--- src/rtl/sgdma_pkg.sv ---
package sgdma_pkg;

  localparam int DESC_WORDS = 8;
  localparam int WORD_W     = 32;

  // link-low control bits
  localparam int LINK_LAST_BIT = 1;
  localparam int LINK_IRQ_BIT  = 2;
  localparam int LINK_DIR_BIT  = 3;

  // control/status bits
  localparam int CS_ENABLE = 0;
  localparam int CS_START  = 1;
  localparam int CS_ABORT  = 2;
  localparam int CS_DONE   = 4;
  localparam int CS_IRQF   = 5;
  localparam int CS_SGMODE = 8;

  // word slots inside a descriptor
  localparam int W_BUS_LO  = 0;
  localparam int W_BUS_HI  = 1;
  localparam int W_COUNT   = 4;
  localparam int W_LINK_LO = 6;
  localparam int W_LINK_HI = 7;

  typedef struct packed {
    logic [63:0] bus_addr;
    logic [31:0] count;
    logic        last;
    logic        irq;
    logic        to_host;
    logic [63:0] next_ptr;
  } desc_t;

  function automatic logic [63:0] align_ptr(input logic [31:0] hi, input logic [31:0] lo);
    return {hi, lo[31:5], 5'b00000};
  endfunction

  function automatic logic [31:0] pick_word(input logic [DESC_WORDS*WORD_W-1:0] w, input int idx);
    return w[idx*WORD_W +: WORD_W];
  endfunction

  function automatic desc_t decode_desc(input logic [DESC_WORDS*WORD_W-1:0] w);
    desc_t d;
    logic [31:0] lo;
    lo         = pick_word(w, W_LINK_LO);
    d.bus_addr = {pick_word(w, W_BUS_HI), pick_word(w, W_BUS_LO)};
    d.count    = pick_word(w, W_COUNT);
    d.last     = lo[LINK_LAST_BIT];
    d.irq      = lo[LINK_IRQ_BIT];
    d.to_host  = lo[LINK_DIR_BIT];
    d.next_ptr = align_ptr(pick_word(w, W_LINK_HI), lo);
    return d;
  endfunction

  function automatic logic launch_cmd(input logic [31:0] w);
    return w[CS_ENABLE] & w[CS_START] & w[CS_SGMODE];
  endfunction

endpackage

--- src/rtl/sgdma_regs.sv ---
module sgdma_regs
  import sgdma_pkg::*;
#(
  parameter int OFF_W   = 2,
  parameter int BYTES_W = 32
) (
  input  logic             clk,
  input  logic             rst_n,
  input  logic             reg_wr,
  input  logic             reg_rd,
  input  logic [OFF_W-1:0] reg_addr,
  input  logic [31:0]      reg_wdata,
  output logic [31:0]      reg_rdata,
  input  logic             busy,
  input  logic             chain_end,
  input  logic             xfer_complete,
  input  logic [31:0]      xfer_len,
  input  logic             irq_event,
  output logic             launch,
  output logic [63:0]      head_ptr,
  output logic             abort_pend,
  output logic             irq
);

  localparam logic [OFF_W-1:0] OFF_PTR_LO = OFF_W'(0);
  localparam logic [OFF_W-1:0] OFF_PTR_HI = OFF_W'(1);
  localparam logic [OFF_W-1:0] OFF_CTRL   = OFF_W'(2);
  localparam logic [OFF_W-1:0] OFF_BYTES  = OFF_W'(3);

  logic [31:0]        ptr_lo_q, ptr_hi_q;
  logic               en_q, sg_q, irqf_q, abort_q, irq_q;
  logic [BYTES_W-1:0] bytes_q;
  logic               ctrl_wr;
  logic [31:0]        status_word;
  logic [31:0]        rd_mux;

  assign ctrl_wr  = reg_wr && (reg_addr == OFF_CTRL);
  assign launch   = ctrl_wr && launch_cmd(reg_wdata) && !busy;
  assign head_ptr = align_ptr(ptr_hi_q, ptr_lo_q);
  assign abort_pend = abort_q;
  assign irq      = irq_q;

  always_comb begin
    status_word            = '0;
    status_word[CS_ENABLE] = en_q;
    status_word[CS_ABORT]  = abort_q;
    status_word[CS_DONE]   = !busy;
    status_word[CS_IRQF]   = irqf_q;
    status_word[CS_SGMODE] = sg_q;
  end

  always_comb begin
    case (reg_addr)
      OFF_PTR_LO: rd_mux = ptr_lo_q;
      OFF_PTR_HI: rd_mux = ptr_hi_q;
      OFF_CTRL:   rd_mux = status_word;
      default:    rd_mux = 32'(bytes_q);
    endcase
  end

  always_ff @(posedge clk) begin
    if (!rst_n) begin
      ptr_lo_q  <= '0;
      ptr_hi_q  <= '0;
      en_q      <= 1'b0;
      sg_q      <= 1'b0;
      irqf_q    <= 1'b0;
      abort_q   <= 1'b0;
      irq_q     <= 1'b0;
      bytes_q   <= '0;
      reg_rdata <= '0;
    end else begin
      irq_q <= irq_event;
      if (reg_wr && reg_addr == OFF_PTR_LO) ptr_lo_q <= reg_wdata;
      if (reg_wr && reg_addr == OFF_PTR_HI) ptr_hi_q <= reg_wdata;
      if (ctrl_wr) begin
        en_q <= reg_wdata[CS_ENABLE];
        sg_q <= reg_wdata[CS_SGMODE];
      end
      // flag: a new event wins over a clear in the same cycle
      if (irq_event) irqf_q <= 1'b1;
      else if (ctrl_wr && reg_wdata[CS_IRQF]) irqf_q <= 1'b0;
      // abort request only means something while a chain runs
      if (chain_end || launch) abort_q <= 1'b0;
      else if (ctrl_wr && reg_wdata[CS_ABORT] && busy) abort_q <= 1'b1;
      if (launch) bytes_q <= '0;
      else if (xfer_complete) bytes_q <= bytes_q + BYTES_W'(xfer_len);
      if (reg_rd) reg_rdata <= rd_mux;
    end
  end

endmodule

--- src/rtl/sgdma_fetch.sv ---
module sgdma_fetch
  import sgdma_pkg::*;
#(
  parameter int WORDS = DESC_WORDS
) (
  input  logic        clk,
  input  logic        rst_n,
  input  logic        go,
  input  logic [63:0] base,
  output logic        rd_req,
  output logic [63:0] rd_addr,
  input  logic        rd_ack,
  input  logic [31:0] rd_data,
  output desc_t       desc_out,
  output logic        desc_valid
);

  localparam int IDX_W = $clog2(WORDS);
  localparam logic [IDX_W-1:0] LAST_IDX = IDX_W'(WORDS - 1);

  logic             active;
  logic [IDX_W-1:0] idx;
  logic [31:0]      words [WORDS];
  logic [WORDS*32-1:0] packed_words;
  logic             word_taken;

  assign word_taken = active && rd_ack;
  assign rd_req     = active;
  assign rd_addr    = base + 64'({idx, 2'b00});

  always_ff @(posedge clk) begin
    if (!rst_n) begin
      active     <= 1'b0;
      idx        <= '0;
      desc_valid <= 1'b0;
    end else begin
      desc_valid <= 1'b0;
      if (go) begin
        active <= 1'b1;
        idx    <= '0;
      end else if (word_taken) begin
        if (idx == LAST_IDX) begin
          active     <= 1'b0;
          desc_valid <= 1'b1;
        end else begin
          idx <= idx + 1'b1;
        end
      end
    end
  end

  for (genvar g = 0; g < WORDS; g++) begin : g_word
    always_ff @(posedge clk) begin
      if (!rst_n) words[g] <= '0;
      else if (word_taken && idx == IDX_W'(g)) words[g] <= rd_data;
    end
    assign packed_words[g*32 +: 32] = words[g];
  end

  assign desc_out = decode_desc(packed_words);

endmodule

--- src/rtl/sgdma_seq.sv ---
module sgdma_seq
  import sgdma_pkg::*;
(
  input  logic        clk,
  input  logic        rst_n,
  input  logic        launch,
  input  logic [63:0] head_ptr,
  input  logic        abort_pend,
  input  desc_t       desc,
  input  logic        desc_valid,
  input  logic        xfer_done,
  output logic        go,
  output logic [63:0] cur_ptr,
  output logic        xfer_valid,
  output logic [63:0] xfer_addr,
  output logic [31:0] xfer_len,
  output logic        xfer_to_host,
  output logic        busy,
  output logic        xfer_complete,
  output logic        chain_end,
  output logic        irq_event
);

  typedef enum logic [1:0] {S_IDLE, S_FETCH, S_XFER} state_t;
  state_t state;

  logic bad_desc;
  logic fetch_stop;
  logic xfer_stop;

  assign busy          = (state != S_IDLE);
  assign xfer_valid    = (state == S_XFER);
  assign xfer_addr     = desc.bus_addr;
  assign xfer_len      = desc.count;
  assign xfer_to_host  = desc.to_host;
  assign xfer_complete = (state == S_XFER) && xfer_done;
  assign irq_event     = xfer_complete && desc.irq;

  assign bad_desc   = (desc.bus_addr == 64'd0);
  assign fetch_stop = (state == S_FETCH) && desc_valid && (abort_pend || bad_desc);
  assign xfer_stop  = xfer_complete && (desc.last || abort_pend);
  assign chain_end  = fetch_stop || xfer_stop;

  always_ff @(posedge clk) begin
    if (!rst_n) begin
      state   <= S_IDLE;
      go      <= 1'b0;
      cur_ptr <= '0;
    end else begin
      go <= 1'b0;
      case (state)
        S_IDLE: begin
          if (launch) begin
            cur_ptr <= head_ptr;
            go      <= 1'b1;
            state   <= S_FETCH;
          end
        end
        S_FETCH: begin
          if (desc_valid) state <= fetch_stop ? S_IDLE : S_XFER;
        end
        S_XFER: begin
          if (xfer_done) begin
            if (xfer_stop) begin
              state <= S_IDLE;
            end else begin
              cur_ptr <= desc.next_ptr;
              go      <= 1'b1;
              state   <= S_FETCH;
            end
          end
        end
        default: state <= S_IDLE;
      endcase
    end
  end

endmodule

--- src/rtl/sgdma_engine.sv ---
module sgdma_engine
  import sgdma_pkg::*;
#(
  parameter int OFF_W   = 2,
  parameter int BYTES_W = 32
) (
  input  logic             clk,
  input  logic             rst_n,
  input  logic             reg_wr,
  input  logic             reg_rd,
  input  logic [OFF_W-1:0] reg_addr,
  input  logic [31:0]      reg_wdata,
  output logic [31:0]      reg_rdata,
  output logic             fetch_req,
  output logic [63:0]      fetch_addr,
  input  logic             fetch_ack,
  input  logic [31:0]      fetch_data,
  output logic             xfer_valid,
  output logic [63:0]      xfer_addr,
  output logic [31:0]      xfer_len,
  output logic             xfer_to_host,
  input  logic             xfer_done,
  output logic             irq
);

  // named internal events, visible to the checker
  logic        launch;
  logic        chain_busy;
  logic        chain_end;
  logic        xfer_complete;
  logic        irq_event;
  logic        abort_pend;
  logic        desc_loaded;
  logic        fetch_go;
  logic [63:0] head_ptr;
  logic [63:0] cur_ptr;
  desc_t       desc;

  sgdma_regs #(.OFF_W(OFF_W), .BYTES_W(BYTES_W)) u_regs (
    .clk           (clk),
    .rst_n         (rst_n),
    .reg_wr        (reg_wr),
    .reg_rd        (reg_rd),
    .reg_addr      (reg_addr),
    .reg_wdata     (reg_wdata),
    .reg_rdata     (reg_rdata),
    .busy          (chain_busy),
    .chain_end     (chain_end),
    .xfer_complete (xfer_complete),
    .xfer_len      (xfer_len),
    .irq_event     (irq_event),
    .launch        (launch),
    .head_ptr      (head_ptr),
    .abort_pend    (abort_pend),
    .irq           (irq)
  );

  sgdma_fetch #(.WORDS(DESC_WORDS)) u_fetch (
    .clk        (clk),
    .rst_n      (rst_n),
    .go         (fetch_go),
    .base       (cur_ptr),
    .rd_req     (fetch_req),
    .rd_addr    (fetch_addr),
    .rd_ack     (fetch_ack),
    .rd_data    (fetch_data),
    .desc_out   (desc),
    .desc_valid (desc_loaded)
  );

  sgdma_seq u_seq (
    .clk           (clk),
    .rst_n         (rst_n),
    .launch        (launch),
    .head_ptr      (head_ptr),
    .abort_pend    (abort_pend),
    .desc          (desc),
    .desc_valid    (desc_loaded),
    .xfer_done     (xfer_done),
    .go            (fetch_go),
    .cur_ptr       (cur_ptr),
    .xfer_valid    (xfer_valid),
    .xfer_addr     (xfer_addr),
    .xfer_len      (xfer_len),
    .xfer_to_host  (xfer_to_host),
    .busy          (chain_busy),
    .xfer_complete (xfer_complete),
    .chain_end     (chain_end),
    .irq_event     (irq_event)
  );

endmodule

--- config.mk ---
export PLATFORM = sky130hd
export DESIGN_NAME = sgdma_engine
export DESIGN_NICKNAME = d
export VERILOG_FILES = /design/src/rtl/sgdma_pkg.sv /design/src/rtl/sgdma_regs.sv /design/src/rtl/sgdma_fetch.sv /design/src/rtl/sgdma_seq.sv /design/src/rtl/sgdma_engine.sv
export SDC_FILE = /design/constraint.sdc
export NUM_CORES = 1
export LEC_CHECK = 0
export BUFFER_PORTS_ARGS = -buffer_cell sky130_fd_sc_hd__buf_2
export CORE_MARGIN = 10
export CORE_UTILIZATION = 62
export CTS_CLUSTER_SIZE = 40
export DETAILED_ROUTE_END_ITERATION = 16
export GPL_TIMING_DRIVEN = 0
export PLACE_DENSITY = 0.92
export SKIP_LAST_GASP = 1
export SYNTH_ARGS = -nofsm -noshare
export SYNTH_HDL_FRONTEND = slang
export SYNTH_SLANG_ARGS = --single-unit
--- constraint.sdc ---
create_clock -name clk -period 9.25 [get_ports clk]
set_clock_uncertainty 0.2 [all_clocks]
set_input_delay 0.925 -clock clk [delete_from_list [all_inputs] [get_ports clk]]
set_output_delay 0.925 -clock clk [all_outputs]
set_load 0.01 [all_outputs]
==> impl_metrics.ini <==
[setup_path]
crit_type = input pin to flip-flop
cp.arrival_ns = 3.80
cp-start-kind = input pin
startpoint = rst_n
end_kind = flip-flop
required_ns = 9.33
cp_max_fo = 21
r2r-start = u_fetch.words[1][28]$_SDFFCE_PN0P_

[clock_tree]
clk_pin_slew_ns = 0.06
cts_buffer_depth = 3
cts-resized-gates = 0
insertion_delay_ns = 0.54
postCtsHoldBufs = 0
ctsRootBufferMaster = clkbuf_16
post-cts-setup-buffer-count = 0
ctsHtreeMaxLevel = 2
numCtsBuffers = 39
clock_sinks = 358
cts_tree = done

[global_routing]
grt_pass1_vias = 14800
grt_overflow = 0
grt_antenna_before_repair = 17
grt_pass1_wl_mm = 89.1
grt_max_degree = 33
gr-usage-all-layers_pct = 33.1

[detailed_routing]
post_drt_wl_per_cell_um = 25.4
drtAntennaViolNets = 0
drt_first_pass_iters = 6
drcViolationCount = 0
vias = 14700
initialDrtViolationCount = 1708
vias_per_cell = 6.22
wl_mm = 60.0

[layout]
final_area_mm2 = 0.0204
multi_input_area_mm2 = 0.00725
final_cells = 2363
syn_to_final_growth_pct = 19.2
nFillCells = 1819
nets = 2062
drive_gt1_share_pct = 24.6
seq_area_mm2 = 0.00875

[timing]
timing.final.crit_period_ns = 3.72
rsz0062_at_grt = false
hold_violations = 0
setup_viol = 0
fin_setup_tns_ns = 0
slew-limit-headroom_pct = 31.1
tightestPinTransition_ns = 1.03
period_share_pct = 40.2
slew_viol_final = 0
max_freq_ghz = 0.269

[synth]
synthTopCellsByArea = edfxtp_1 28%, dfxtp_1 23%, nand2_1 6.3%, and2_1 5.9%, mux2i_1 5.6%
synthFlopType = dfxtp_1
yosysMostFrequentCell = nand2_1
ys_seq_area_share_pct = 51.0
synth.distinct_cells = 83
synth_top_area_share_pct = 27.7
synth-edff-count = 158
synth_area_leader_cell = edfxtp_1
synthTopCellsByCount = 286 x nand2_1, 200 x dfxtp_1, 163 x and2_1
ys_ff_latch = 358
postSynthAreaPerCell_um2 = 10.4
syn_inst = 1643
yosys_warnings = 0
synth_area_mm2 = 0.0172
async_reset_ff_share_pct = 0

[placement]
gp_congestion = 0.951
port_buffers = 263
post-place-cells = 2284
post-dp-hpwl_mm = 43.1
place_area_mm2 = 0.0191

[min_path]
hp-start = u_regs.bytes_q[9]$_SDFFE_PP0P_
hp-class = flip-flop to flip-flop

[floorplanning]
dieArea_mm2 = 0.0347
row_count = 60
start_util_pct = 63.3
die_h_um = 186
io_pins = 268
die_width_um = 186
core-area_mm2 = 0.0271

[job]
max_cap_viol_count = 0

[pwr]
p_leak_nw = 9.33
ir_drop_mv = 0.231
p_total_mw = 3.57
power_density_mw_per_mm2 = 175

[status]
status = completed
==> cells by family after synthesis <==
kind of cell | after synthesis | synth area share (%)
other cells | 1 | 0.0219
buf+inv | 211 | 7.03
mux | 102 | 6.32
simple gates | 591 | 17.2
compound gates | 323 | 14.6
fa+ha+maj | 37 | 2.74
flops | 358 | 51.0
xor+xnor | 20 | 1.02
==> per-stage QoR <==
step | hold WS (ns) | setup slack [ns] | util (%)
after floorplan | 0.213 | 5.23 | -
after global placement | 0.248 | 3.59 | 69.9
after detailed placement | 0.267 | 5.04 | 70.5
after CTS | 0.276 | 5.58 | 75.4
after global routing | 0.301 | 5.48 | 75.4
final | 0.275 | 5.53 | 75.4
==> area by class of cell <==
cell class	count	share of cell area [%]
plain buffers	199	5.68
clock inverters	13	0.533
well taps	372	2.28
inverters	12	0.220
multi-input cells	1075	35.5
flip-flops and latches	358	42.8
clock buffers	59	5.90
repair buffers	268	7.04
diodes	7	0.0857
==> routing by layer <==
layer	share of wire [%]	wire length, um	vias up	track usage (%)
met3	13	8050	276	11.5
met5	0.11	68	-	0
li1	-	-	6358	-
met1	35	20900	6963	38.3
met2	44	26200	1090	50.4
met4	8.1	4840	10	23.7
==> power breakdown <==
part           internal (mW)  leakage [nW]  total (mW)  switching, mW
clock                  0.935         0.647        1.59          0.656
sequential              1.69          3.25        1.72         0.0319
combinational         0.0938          5.43       0.258          0.164
==> state kept, by name, indices dropped and copies added, names as in the netlist <==
name and flops:
u_regs.irq 1, u_fetch.desc_valid 1, u_seq.cur_ptr 59, u_regs.reg_rdata 32, u_regs.en_q 1, u_regs.abort_pend 1, u_regs.sg_q 1, u_fetch.rd_req 1
u_regs.ptr_hi_q 32, u_regs.bytes_q 32, u_seq.state 2, u_regs.ptr_lo_q 32, u_fetch.idx 3, u_seq.go 1, u_fetch.words 158, u_regs.irqf_q 1
==> layout by cell type (no fill, tap or decap), drive strengths merged, types with 35 or more instances in the layout <==
cell type	n
buf	397
nand2	289
dfxtp	200
and2	164
edfxtp	158
clkbuf	129
mux2i	96
o211a	86
a21boi	65
a21oi	48
ha	36
nor2	35
==> worst paths after layout <==
path | cells past startpoint | slack, ns | to
worst max-delay path | 6 | 5.53 | u_fetch.words[1][118]$_SDFFCE_PN0P_
worst min-delay path | 2 | 0.28 | u_regs.bytes_q[9]$_SDFFE_PP0P_
worst max register to register | 9 | 6.27 | u_regs.bytes_q[31]$_SDFFE_PP0P_
worst min register to register | 2 | 0.28 | u_regs.bytes_q[9]$_SDFFE_PP0P_
==> worst max-delay path: stages <==
cell and delay (ns):
buf_2 0.14, clkbuf_1 0.55, clkbuf_1 0.44, clkbuf_1 0.71, nand2_1 0.65, buf_16 0.36
(Power assumes the default switching activity.)
